--- config.mk ---
export PLATFORM = sky130hd
export DESIGN_NAME = pll_div_search
export DESIGN_NICKNAME = d
export VERILOG_FILES = /design/src/rtl/pll_search_pkg.sv /design/src/rtl/pll_limit_rom.sv /design/src/rtl/pll_cand_eval.sv /design/src/rtl/pll_word_enc.sv /design/src/rtl/pll_div_search.sv
export SDC_FILE = /design/constraint.sdc
export NUM_CORES = 1
export LEC_CHECK = 0
export CORE_MARGIN = 3
export CORE_UTILIZATION = 45
export CTS_BUF_LIST = sky130_fd_sc_hd__clkbuf_4
export CTS_CLUSTER_SIZE = 28
export DETAILED_ROUTE_END_ITERATION = 10
export PLACE_DENSITY = 0.66
export SYNTH_ARGS = -nofsm -noshare
export SYNTH_HDL_FRONTEND = slang
export SYNTH_SLANG_ARGS = --single-unit
--- constraint.sdc ---
create_clock -name clk -period 62.6 [get_ports clk]
set_input_delay 12.52 -clock clk [delete_from_list [all_inputs] [get_ports clk]]
set_output_delay 12.52 -clock clk [all_outputs]
set_load 0.01 [all_outputs]
--- src/rtl/pll_search_pkg.sv ---
package pll_search_pkg;

    localparam int MHZ_W    = 8;
    localparam int M_W      = 6;
    localparam int P_W      = 4;
    localparam int REF_W    = 18;
    localparam int PROD_W   = REF_W + M_W;
    localparam int DEN_W    = 7;
    localparam int WORD_W   = 32;
    localparam int CODE_W   = 6;
    localparam int CODE_LSB = 8;
    localparam int P1_LSB   = 17;
    localparam int M_BASE   = 10;
    localparam int M_CODES  = 26;
    localparam int P1_BASE  = 2;
    localparam int P1_TOP   = 8;
    localparam int POST_K   = 14;

    typedef struct packed {
        logic [M_W-1:0]   m_lo;
        logic [M_W-1:0]   m_hi;
        logic [P_W-1:0]   p_lo;
        logic [P_W-1:0]   p_hi;
        logic [REF_W-1:0] ref_khz;
        logic             valid;
    } lim_t;

    typedef struct packed {
        logic [M_W-1:0] m;
        logic [P_W-1:0] p1;
    } cand_t;

    typedef enum logic [1:0] {
        ST_IDLE = 2'd0,
        ST_RUN  = 2'd1,
        ST_DONE = 2'd2
    } st_t;

    // Range set for one core frequency; valid low for unsupported values.
    function automatic lim_t lim_lookup(input logic [MHZ_W-1:0] mhz);
        lim_t r;
        r = '0;
        case (mhz)
            8'd100: begin
                r.m_lo = 6'd20; r.m_hi = 6'd34; r.p_lo = 4'd2; r.p_hi = 4'd8; r.valid = 1'b1;
            end
            8'd166: begin
                r.m_lo = 6'd12; r.m_hi = 6'd20; r.p_lo = 4'd2; r.p_hi = 4'd7; r.valid = 1'b1;
            end
            8'd200: begin
                r.m_lo = 6'd10; r.m_hi = 6'd17; r.p_lo = 4'd2; r.p_hi = 4'd8; r.valid = 1'b1;
            end
            default: r.valid = 1'b0;
        endcase
        if (r.valid) begin
            r.ref_khz = REF_W'(int'(mhz) * 1000);
        end
        return r;
    endfunction

    // Feedback divisor code, keyed by the absolute M value.
    function automatic logic [CODE_W-1:0] m_code(input logic [M_W-1:0] m);
        logic [CODE_W-1:0] c;
        case (m)
            6'd10: c = 6'h2B;  6'd11: c = 6'h15;  6'd12: c = 6'h2A;  6'd13: c = 6'h35;
            6'd14: c = 6'h1A;  6'd15: c = 6'h0D;  6'd16: c = 6'h26;  6'd17: c = 6'h33;
            6'd18: c = 6'h19;  6'd19: c = 6'h2C;  6'd20: c = 6'h36;  6'd21: c = 6'h3B;
            6'd22: c = 6'h1D;  6'd23: c = 6'h2E;  6'd24: c = 6'h37;  6'd25: c = 6'h1B;
            6'd26: c = 6'h2D;  6'd27: c = 6'h16;  6'd28: c = 6'h0B;  6'd29: c = 6'h25;
            6'd30: c = 6'h12;  6'd31: c = 6'h09;  6'd32: c = 6'h24;  6'd33: c = 6'h32;
            6'd34: c = 6'h39;  6'd35: c = 6'h1C;
            default: c = '0;
        endcase
        return c;
    endfunction

endpackage

--- src/rtl/pll_limit_rom.sv ---
module pll_limit_rom
    import pll_search_pkg::*;
(
    input  logic [MHZ_W-1:0] core_mhz,
    output lim_t             lim
);
    always_comb begin
        lim = lim_lookup(core_mhz);
    end
endmodule

--- src/rtl/pll_cand_eval.sv ---
module pll_cand_eval
    import pll_search_pkg::*;
#(
    parameter int TGT_W = 20,
    parameter int ERR_W = ((TGT_W > PROD_W) ? TGT_W : PROD_W) + 1
) (
    input  logic [REF_W-1:0]  ref_khz,
    input  cand_t             cand,
    input  logic [TGT_W-1:0]  target,
    output logic [PROD_W-1:0] dot,
    output logic [ERR_W-1:0]  err
);
    logic [PROD_W-1:0] prod;
    logic [DEN_W-1:0]  den;
    logic [ERR_W-1:0]  a_w;
    logic [ERR_W-1:0]  b_w;

    always_comb begin
        prod = PROD_W'(ref_khz) * PROD_W'(cand.m);
        den  = DEN_W'(POST_K) * DEN_W'(cand.p1);
        if (den == '0) begin
            dot = '0;
        end else begin
            dot = prod / PROD_W'(den);
        end
        a_w = ERR_W'(dot);
        b_w = ERR_W'(target);
        err = (a_w >= b_w) ? (a_w - b_w) : (b_w - a_w);
    end
endmodule

--- src/rtl/pll_word_enc.sv ---
module pll_word_enc
    import pll_search_pkg::*;
(
    input  logic [M_W-1:0]    m,
    input  logic [P_W-1:0]    p1,
    output logic [WORD_W-1:0] div_word,
    output logic [WORD_W-1:0] ctl_word
);
    always_comb begin
        div_word = '0;
        if ((int'(m) >= M_BASE) && (int'(m) < M_BASE + M_CODES)) begin
            div_word[CODE_LSB +: CODE_W] = m_code(m);
        end
    end

    for (genvar b = 0; b < WORD_W; b++) begin : g_ctl
        if ((b >= P1_LSB) && (b <= P1_LSB + P1_TOP - P1_BASE)) begin : g_hot
            assign ctl_word[b] = (p1 == P_W'(b - P1_LSB + P1_BASE));
        end else begin : g_zero
            assign ctl_word[b] = 1'b0;
        end
    end
endmodule

--- src/rtl/pll_div_search.sv ---
module pll_div_search
    import pll_search_pkg::*;
#(
    parameter int TGT_W = 20
) (
    input  logic              clk,
    input  logic              rst,
    input  logic              start_i,
    input  logic [TGT_W-1:0]  target_khz_i,
    input  logic [MHZ_W-1:0]  core_mhz_i,
    output logic              busy_o,
    output logic              done_o,
    output logic              ok_o,
    output logic              bad_sel_o,
    output logic [M_W-1:0]    m_o,
    output logic [P_W-1:0]    p1_o,
    output logic [PROD_W-1:0] dot_khz_o,
    output logic [WORD_W-1:0] div_word_o,
    output logic [WORD_W-1:0] ctl_word_o
);
    localparam int ERR_W = ((TGT_W > PROD_W) ? TGT_W : PROD_W) + 1;

    st_t               state;
    lim_t              lim_w;
    lim_t              lim_q;
    logic [TGT_W-1:0]  tgt_q;
    cand_t             cur;
    cand_t             best;
    logic [PROD_W-1:0] best_dot;
    logic [ERR_W-1:0]  best_err;
    logic              ok_q;
    logic              bad_q;

    logic [PROD_W-1:0] dot_w;
    logic [ERR_W-1:0]  err_w;
    logic              improve;
    logic              last;
    logic [ERR_W-1:0]  nxt_err;

    pll_limit_rom u_rom (
        .core_mhz (core_mhz_i),
        .lim      (lim_w)
    );

    pll_cand_eval #(.TGT_W(TGT_W), .ERR_W(ERR_W)) u_eval (
        .ref_khz (lim_q.ref_khz),
        .cand    (cur),
        .target  (tgt_q),
        .dot     (dot_w),
        .err     (err_w)
    );

    pll_word_enc u_enc (
        .m        (best.m),
        .p1       (best.p1),
        .div_word (div_word_o),
        .ctl_word (ctl_word_o)
    );

    always_comb begin
        improve = (err_w < best_err);
        nxt_err = improve ? err_w : best_err;
        last    = (cur.m == lim_q.m_hi) && (cur.p1 == lim_q.p_hi);
    end

    always_ff @(posedge clk) begin
        if (rst) begin
            state    <= ST_IDLE;
            lim_q    <= '0;
            tgt_q    <= '0;
            cur      <= '0;
            best     <= '0;
            best_dot <= '0;
            best_err <= '0;
            ok_q     <= 1'b0;
            bad_q    <= 1'b0;
        end else begin
            case (state)
                ST_RUN: begin
                    if (improve) begin
                        best     <= cur;
                        best_dot <= dot_w;
                        best_err <= err_w;
                    end
                    if (last) begin
                        state <= ST_DONE;
                        ok_q  <= (nxt_err != ERR_W'(tgt_q));
                    end else if (cur.p1 == lim_q.p_hi) begin
                        cur.m  <= cur.m + 1'b1;
                        cur.p1 <= lim_q.p_lo;
                    end else begin
                        cur.p1 <= cur.p1 + 1'b1;
                    end
                end
                default: begin
                    if (start_i) begin
                        lim_q    <= lim_w;
                        tgt_q    <= target_khz_i;
                        cur.m    <= lim_w.m_lo;
                        cur.p1   <= lim_w.p_lo;
                        best     <= '0;
                        best_dot <= '0;
                        best_err <= ERR_W'(target_khz_i);
                        ok_q     <= 1'b0;
                        bad_q    <= ~lim_w.valid;
                        state    <= lim_w.valid ? ST_RUN : ST_DONE;
                    end
                end
            endcase
        end
    end

    assign busy_o    = (state == ST_RUN);
    assign done_o    = (state == ST_DONE);
    assign ok_o      = ok_q;
    assign bad_sel_o = bad_q;
    assign m_o       = best.m;
    assign p1_o      = best.p1;
    assign dot_khz_o = best_dot;
endmodule

==> Word-level counts from Yosys, hierarchy flattened <==
Memory sizes are Yosys's and may differ from the RTL's. A register that Yosys moved wholly into a read port is not among the register bits.
Index checks and enable logic that the tools add are counted.
Widths: inputs -> output; s select.
{ "totals": {"register_bits": 125, "rom_bits": 384, "word_cells": 87, "memories": 1, "out_inout_bits": 102} }
{ "classes": {"add_sub_neg": 4, "n_div": 1, "bitwise": 2, "mux": 29, "order_cmp": 4, "reduce_logical": 10, "n_eq_ne": 19, "n_mul": 3} }
{ "memory_table": {"columns": ["memory", "depth", "word_bits", "read_ports", "rd_ports_with_merged_regs", "write_ports", "line", "source"], "rows": [
  ["(no name shown)", 64, 6, 1, 1, 0, "pll_search_pkg.sv:64", "case (m)"]
]} }
{ "ops": {"columns": ["op", "n"], "rows": [
  ["$mux 25", 4],
  ["$mux 24", 4],
  ["$mux 10", 6],
  ["$pmux 19 s3", 1],
  ["$lt 25x25->1", 1],
  ["$ne 25x20->1", 1],
  ["$sub 20x24->25", 1],
  ["$sub 24x20->25", 1],
  ["$div 24x7->24", 1],
  ["$ge 24x20->1", 1],
  ["$mul 18x6->24", 1],
  ["$mux 6", 4],
  ["$mux 18", 1],
  ["$eq 4x3->1 const B", 4],
  ["$eq 8x8->1 const B", 2],
  ["$mul 8x7->15 const B", 1],
  ["$eq 4x2->1 const B", 2],
  ["$eq 8x7->1 const B", 1],
  ["$mux 2", 4],
  ["$reduce_and 2->1", 4],
  ["$logic_not 7->1", 1],
  ["$add 6x1->6 const B", 1],
  ["$eq 6x6->1", 1],
  ["$ge 6x4->1 const B", 1],
  ["other kinds (16)", 23]
]} }

==> Logic depth before layout (Yosys ltp) <==
{ "logic_depth": {"depth_word": 10, "depth_mapped": 333, "ltp_nobuf": 317} }

==> Hierarchy <==
From an unflattened synthesis, not the netlist that was laid out.
{ "unflattened": {"hier_cells": 3194, "hier_area_um2": 23846.6} }
{ "modules_own_cells": {"columns": ["module", "seq_area_each_um2", "instances", "cells_per_inst", "area_per_inst_um2"], "rows": [
  ["pll_cand_eval", 0.0, 1, 2077, 15123.3],
  ["pll_div_search", 2502.4, 1, 776, 5954.5],
  ["pll_limit_rom", 0.0, 1, 208, 1774.2],
  ["pll_word_enc", 0.0, 1, 133, 994.7]
]} }

==> Worst setup path after synthesis <==
OpenSTA, ideal clock, no wires.
{ "synth_path": {"path_kind": "register -> register", "startpoint": "register cur[9] (netlist name)", "endpoint": "register (tool-made name)", "synth_period_minus_slack_ns": 56.637, "path_stages_with_launch": 310, "arrival_time_ns": 56.499, "path_buffers": 19, "setup_slack_ns": 5.963, "setup_time_ns": 0.138, "required_ns": 62.462, "path_cell_list": "dfxtp_1 -> clkbuf_1 -> clkbuf_1 -> and2_1 -> fa_1 -> inv_1 -> fa_1 -> fa_1 -> inv_1 -> ha_1 -> a21oi_1 -> o21ai_1 -> a211oi_1 -> mux2_2 -> and2_1 -> ha_1 -> nor2b_1 -> nand2_1 -> (+274 left out) -> a21oi_1 -> nor2b_1 -> o21ai_0 -> nand2b_1 -> a21oi_1 -> nand2_1 -> and3_1 -> a21oi_1 -> nor2_1 -> inv_1 -> ha_1 -> nor2_1 -> a21oi_1 -> a21oi_1 -> nand2_1 -> o21ai_0 -> a221oi_1 -> o22ai_1"} }
{ "synth_lines": {"columns": ["element", "line", "source"], "rows": [
  ["start: declaration", "pll_div_search.sv:27", "cand_t cur;"]
]} }

==> impl_metrics.prom <==
# TYPE chip_impl_metric gauge
chip_impl_info{name="outcome",value="completed"} 1
chip_impl_metric{name="area_growth_syn_to_layout",unit="%"} 9.35
chip_impl_metric{name="report.final.slew_viol_count",unit=""} 0
chip_impl_metric{name="synth_warnings",unit=""} 0
chip_impl_metric{name="multiInputGateArea",unit="um^2"} 20500
chip_impl_metric{name="placedCellCount",unit=""} 3939
chip_impl_metric{name="postSynthCellCount",unit=""} 3259
chip_impl_metric{name="num_vias",unit=""} 24200
chip_impl_info{name="cts-root-buf",value="sky130_fd_sc_hd__clkbuf_4"} 1
chip_impl_info{name="synth_top_area_cell",value="sky130_fd_sc_hd__ha_1"} 1
chip_impl_metric{name="cap_violations",unit=""} 0
chip_impl_metric{name="die_area",unit="um^2"} 56000
chip_impl_metric{name="critical_path_peak_fanout",unit=""} 26
chip_impl_metric{name="share_of_final_layout_standard_cells_stronger_than_drive_strength_1",unit="%"} 9.41
chip_impl_metric{name="cts_num_sinks",unit=""} 120
chip_impl_metric{name="ys_seq_area_share",unit="%"} 10.0
chip_impl_info{name="category_of_the_critical_setup_timing_path",value="flop to flop"} 1
chip_impl_metric{name="clk_path_buf_depth",unit=""} 2
chip_impl_info{name="hold_class",value="flop to flop"} 1
chip_impl_metric{name="worst_slew_pin_slew",unit="ns"} 0.991
chip_impl_metric{name="initial_core_util",unit="%"} 46.1
chip_impl_metric{name="nNetsFinal",unit=""} 3690
chip_impl_metric{name="io_pins",unit=""} 133
chip_impl_info{name="cts_tree",value="yes"} 1
chip_impl_metric{name="die_h",unit="um"} 237
chip_impl_metric{name="finalSetupTns",unit="ns"} 0
chip_impl_info{name="timing.critical_path.from_type",value="flop"} 1
chip_impl_metric{name="syn_area",unit="um^2"} 23900
chip_impl_metric{name="worst_hold_slack",unit="ns"} 0.470
chip_impl_metric{name="synthDominantCellAreaShare",unit="%"} 14.3
chip_impl_metric{name="layoutNonFillerInstCount",unit=""} 3997
chip_impl_metric{name="grt_usage",unit="%"} 25.0
chip_impl_metric{name="max_stage_delay",unit="ns"} 0.58
chip_impl_metric{name="grt_start_max_net_pins",unit=""} 83
chip_impl_metric{name="fp.coreArea",unit="um^2"} 51900
chip_impl_metric{name="num_rows",unit=""} 83
chip_impl_metric{name="htreeDepth",unit=""} 4
chip_impl_metric{name="fmaxAchievable",unit="MHz"} 17.1
chip_impl_info{name="synthTopCellsByArea",value="sky130_fd_sc_hd__ha_1, sky130_fd_sc_hd__dfxtp_1, sky130_fd_sc_hd__fa_1"} 1
chip_impl_metric{name="antenna-diode-count",unit=""} 0
chip_impl_metric{name="final_cell_area",unit="um^2"} 26200
chip_impl_metric{name="synth_seq_cells",unit=""} 120
chip_impl_metric{name="synth_enable_flop_cells",unit=""} 0
chip_impl_metric{name="ant_nets",unit=""} 0
chip_impl_metric{name="viasPerCell",unit=""} 6.04
chip_impl_metric{name="async_reset_ff_share",unit="%"} 0
chip_impl_metric{name="number_of_global_route_vias_before_repair",unit=""} 22300
chip_impl_metric{name="grt_pass1_wl",unit="um"} 117000
chip_impl_metric{name="crit_arrival",unit="ns"} 58.84
chip_impl_metric{name="avgRoutedWirePerCell",unit="um"} 18.3
chip_impl_metric{name="globalRouteOverflowTotal",unit=""} 0
chip_impl_metric{name="drtPass1Iterations",unit=""} 7
chip_impl_metric{name="final_skew",unit="ns"} 0.0475
chip_impl_info{name="netlist_top_cells_count",value="sky130_fd_sc_hd__nand2_1, sky130_fd_sc_hd__nor2_1, sky130_fd_sc_hd__a21oi_1, sky130_fd_sc_hd__ha_1, sky130_fd_sc_hd__inv_1"} 1
chip_impl_metric{name="avgSynthCellArea",unit="um^2"} 7.34
chip_impl_metric{name="detailed_place.area",unit="um^2"} 25200
chip_impl_metric{name="die-width",unit="um"} 237
chip_impl_metric{name="grt_antenna_before_repair",unit=""} 0
chip_impl_metric{name="clock_latency",unit="ns"} 0.61
chip_impl_metric{name="cts.clk_slew.worst_paths",unit="ns"} 0.12
chip_impl_metric{name="post_detailed_route_drc_marker_count",unit=""} 0
chip_impl_metric{name="nFillCells",unit=""} 5160
chip_impl_metric{name="final_cycle_share",unit="%"} 93.3
chip_impl_metric{name="tritoncts.num_buffers",unit=""} 17
chip_impl_metric{name="place.gp.congestion",unit=""} 0.969
chip_impl_metric{name="portBuffers",unit=""} 81
chip_impl_info{name="worst_setup_end_kind",value="flop"} 1
chip_impl_metric{name="synth_cell_types",unit=""} 125
chip_impl_metric{name="required",unit="ns"} 63.06
chip_impl_metric{name="routed_wl",unit="um"} 73200
chip_impl_metric{name="finalHoldViolCount",unit=""} 0
chip_impl_metric{name="hpwl",unit="um"} 57900
chip_impl_metric{name="finalSetupViolations",unit=""} 0
chip_impl_metric{name="final_period_minus_worst_setup_slack",unit="ns"} 58.38
chip_impl_info{name="ys.flop_type",value="sky130_fd_sc_hd__dfxtp_1"} 1
chip_impl_metric{name="timing.max_slew.rel_slack",unit="%"} 33.9
chip_impl_info{name="post-synth-top-count-cell",value="sky130_fd_sc_hd__nand2_1"} 1
chip_impl_info{name="slowest_stage",value="sky130_fd_sc_hd__or4_1"} 1
chip_impl_metric{name="seqCellArea",unit="um^2"} 2430
chip_impl_metric{name="dr.first_iter.drc_count",unit=""} 1877
-- metal layers --
layer / wire length [um] / global-route usage [%] / share of wire, % / up-vias
li1: - / - / - / 11800
met1: 33600 / 34.9 / 46 / 11400
met2: 33300 / 40.3 / 46 / 825
met3: 4340 / 3.30 / 5.9 / 119
met4: 1960 / 6.76 / 2.7 / 0
met5: 0 / 0 / 0 / -
-- per-stage QoR --
stage          worst slack [ns]  util [%]
2_1_floorplan              5.96         -
3_3_place_gp              0.534      48.5
3_5_place_dp             -0.720      48.5
4_1_cts                   0.132      49.1
5_1_grt                  -0.328      50.4
6_report                   4.22      50.4
-- cells by family (layout without fill, tap and decap cells) --
family	count (synthesis)	count (layout)	synth area share, %
buf+inv	392	398	7.16
fa+ha+maj	356	356	21.1
simple gates	1182	1183	24.8
flops	120	120	10.0
compound gates	976	977	27.8
mux	74	74	3.28
xor+xnor	158	158	5.78
other cells	1	51	0.0157
-- final timing paths --
path | from | endpoint | slack (ns) | depth (start not counted)
min reg2reg | dot_khz_o[11] | dot_khz_o[11] | 0.47 | 2
max | cur[9] | flop | 4.22 | 306
min | dot_khz_o[11] | dot_khz_o[11] | 0.47 | 2
max reg2reg | cur[9] | flop | 4.22 | 306
-- placed cells by master, fill, tap and decap left out, types with 25 or more instances in the layout --
cell type / n
sky130_fd_sc_hd__and3_1: 31
sky130_fd_sc_hd__o21a_1: 67
sky130_fd_sc_hd__nand3_1: 99
sky130_fd_sc_hd__nor2_1: 281
sky130_fd_sc_hd__o31ai_1: 35
sky130_fd_sc_hd__o211ai_1: 36
sky130_fd_sc_hd__ha_1: 274
sky130_fd_sc_hd__a21o_1: 77
sky130_fd_sc_hd__a21oi_1: 251
sky130_fd_sc_hd__nand4_1: 35
sky130_fd_sc_hd__nor2b_1: 31
sky130_fd_sc_hd__buf_4: 59
sky130_fd_sc_hd__dfxtp_1: 113
sky130_fd_sc_hd__nand2b_1: 36
sky130_fd_sc_hd__and2_1: 106
sky130_fd_sc_hd__fa_1: 81
sky130_fd_sc_hd__a31oi_1: 50
sky130_fd_sc_hd__inv_1: 221
sky130_fd_sc_hd__conb_1: 51
sky130_fd_sc_hd__nor3_1: 89
sky130_fd_sc_hd__xnor2_1: 106
sky130_fd_sc_hd__o21bai_1: 25
sky130_fd_sc_hd__mux2_2: 26
sky130_fd_sc_hd__o21ai_0: 128
sky130_fd_sc_hd__nand2_1: 294
sky130_fd_sc_hd__mux2i_1: 43
sky130_fd_sc_hd__a211oi_1: 44
sky130_fd_sc_hd__or3_1: 28
sky130_fd_sc_hd__clkdlybuf4s50_1: 80
sky130_fd_sc_hd__xor2_1: 52
-- repair_timing --
item,in CTS,in global routing
endpoints found under the setup margin,8,66
gates cloned,0,3
gates resized for setup,12,114
hold buffers,0,0
endpoints found under the hold margin,0,0
setup buffers,2,21
pin swaps,1,18
-- critical path, delay by kind of cell (launching register included) --
kind | cells | cell delay, ns
and+or+nand+nor | 101 | 16.43
adders and majority gates | 30 | 9.68
DFF | 1 | 0.43
buffers and inverters | 19 | 2.07
AOI/OAI and AO/OA | 148 | 26.99
muxes | 8 | 2.47
-- registers in the layout, indices dropped and copies added (netlist names), 2 cells and up, named ones only --
signal,cells
best_err,25
dot_khz_o,24
lim_q,21
tgt_q,20
cur,10
m_o,6
p1_o,4
state,2
-- final cells by class --
cell class	instances	area share (%)
well taps	680	3.25
repair buffers	141	4.93
clock buffers	18	0.516
flip-flops and latches	120	9.27
inverters	225	3.23
multi-input cells	2799	78.3
clock inverters	14	0.502
Power is left out: the tool's default activity adds up to more than one toggle a clock period on the data nets, which glitch-free logic cannot reach.
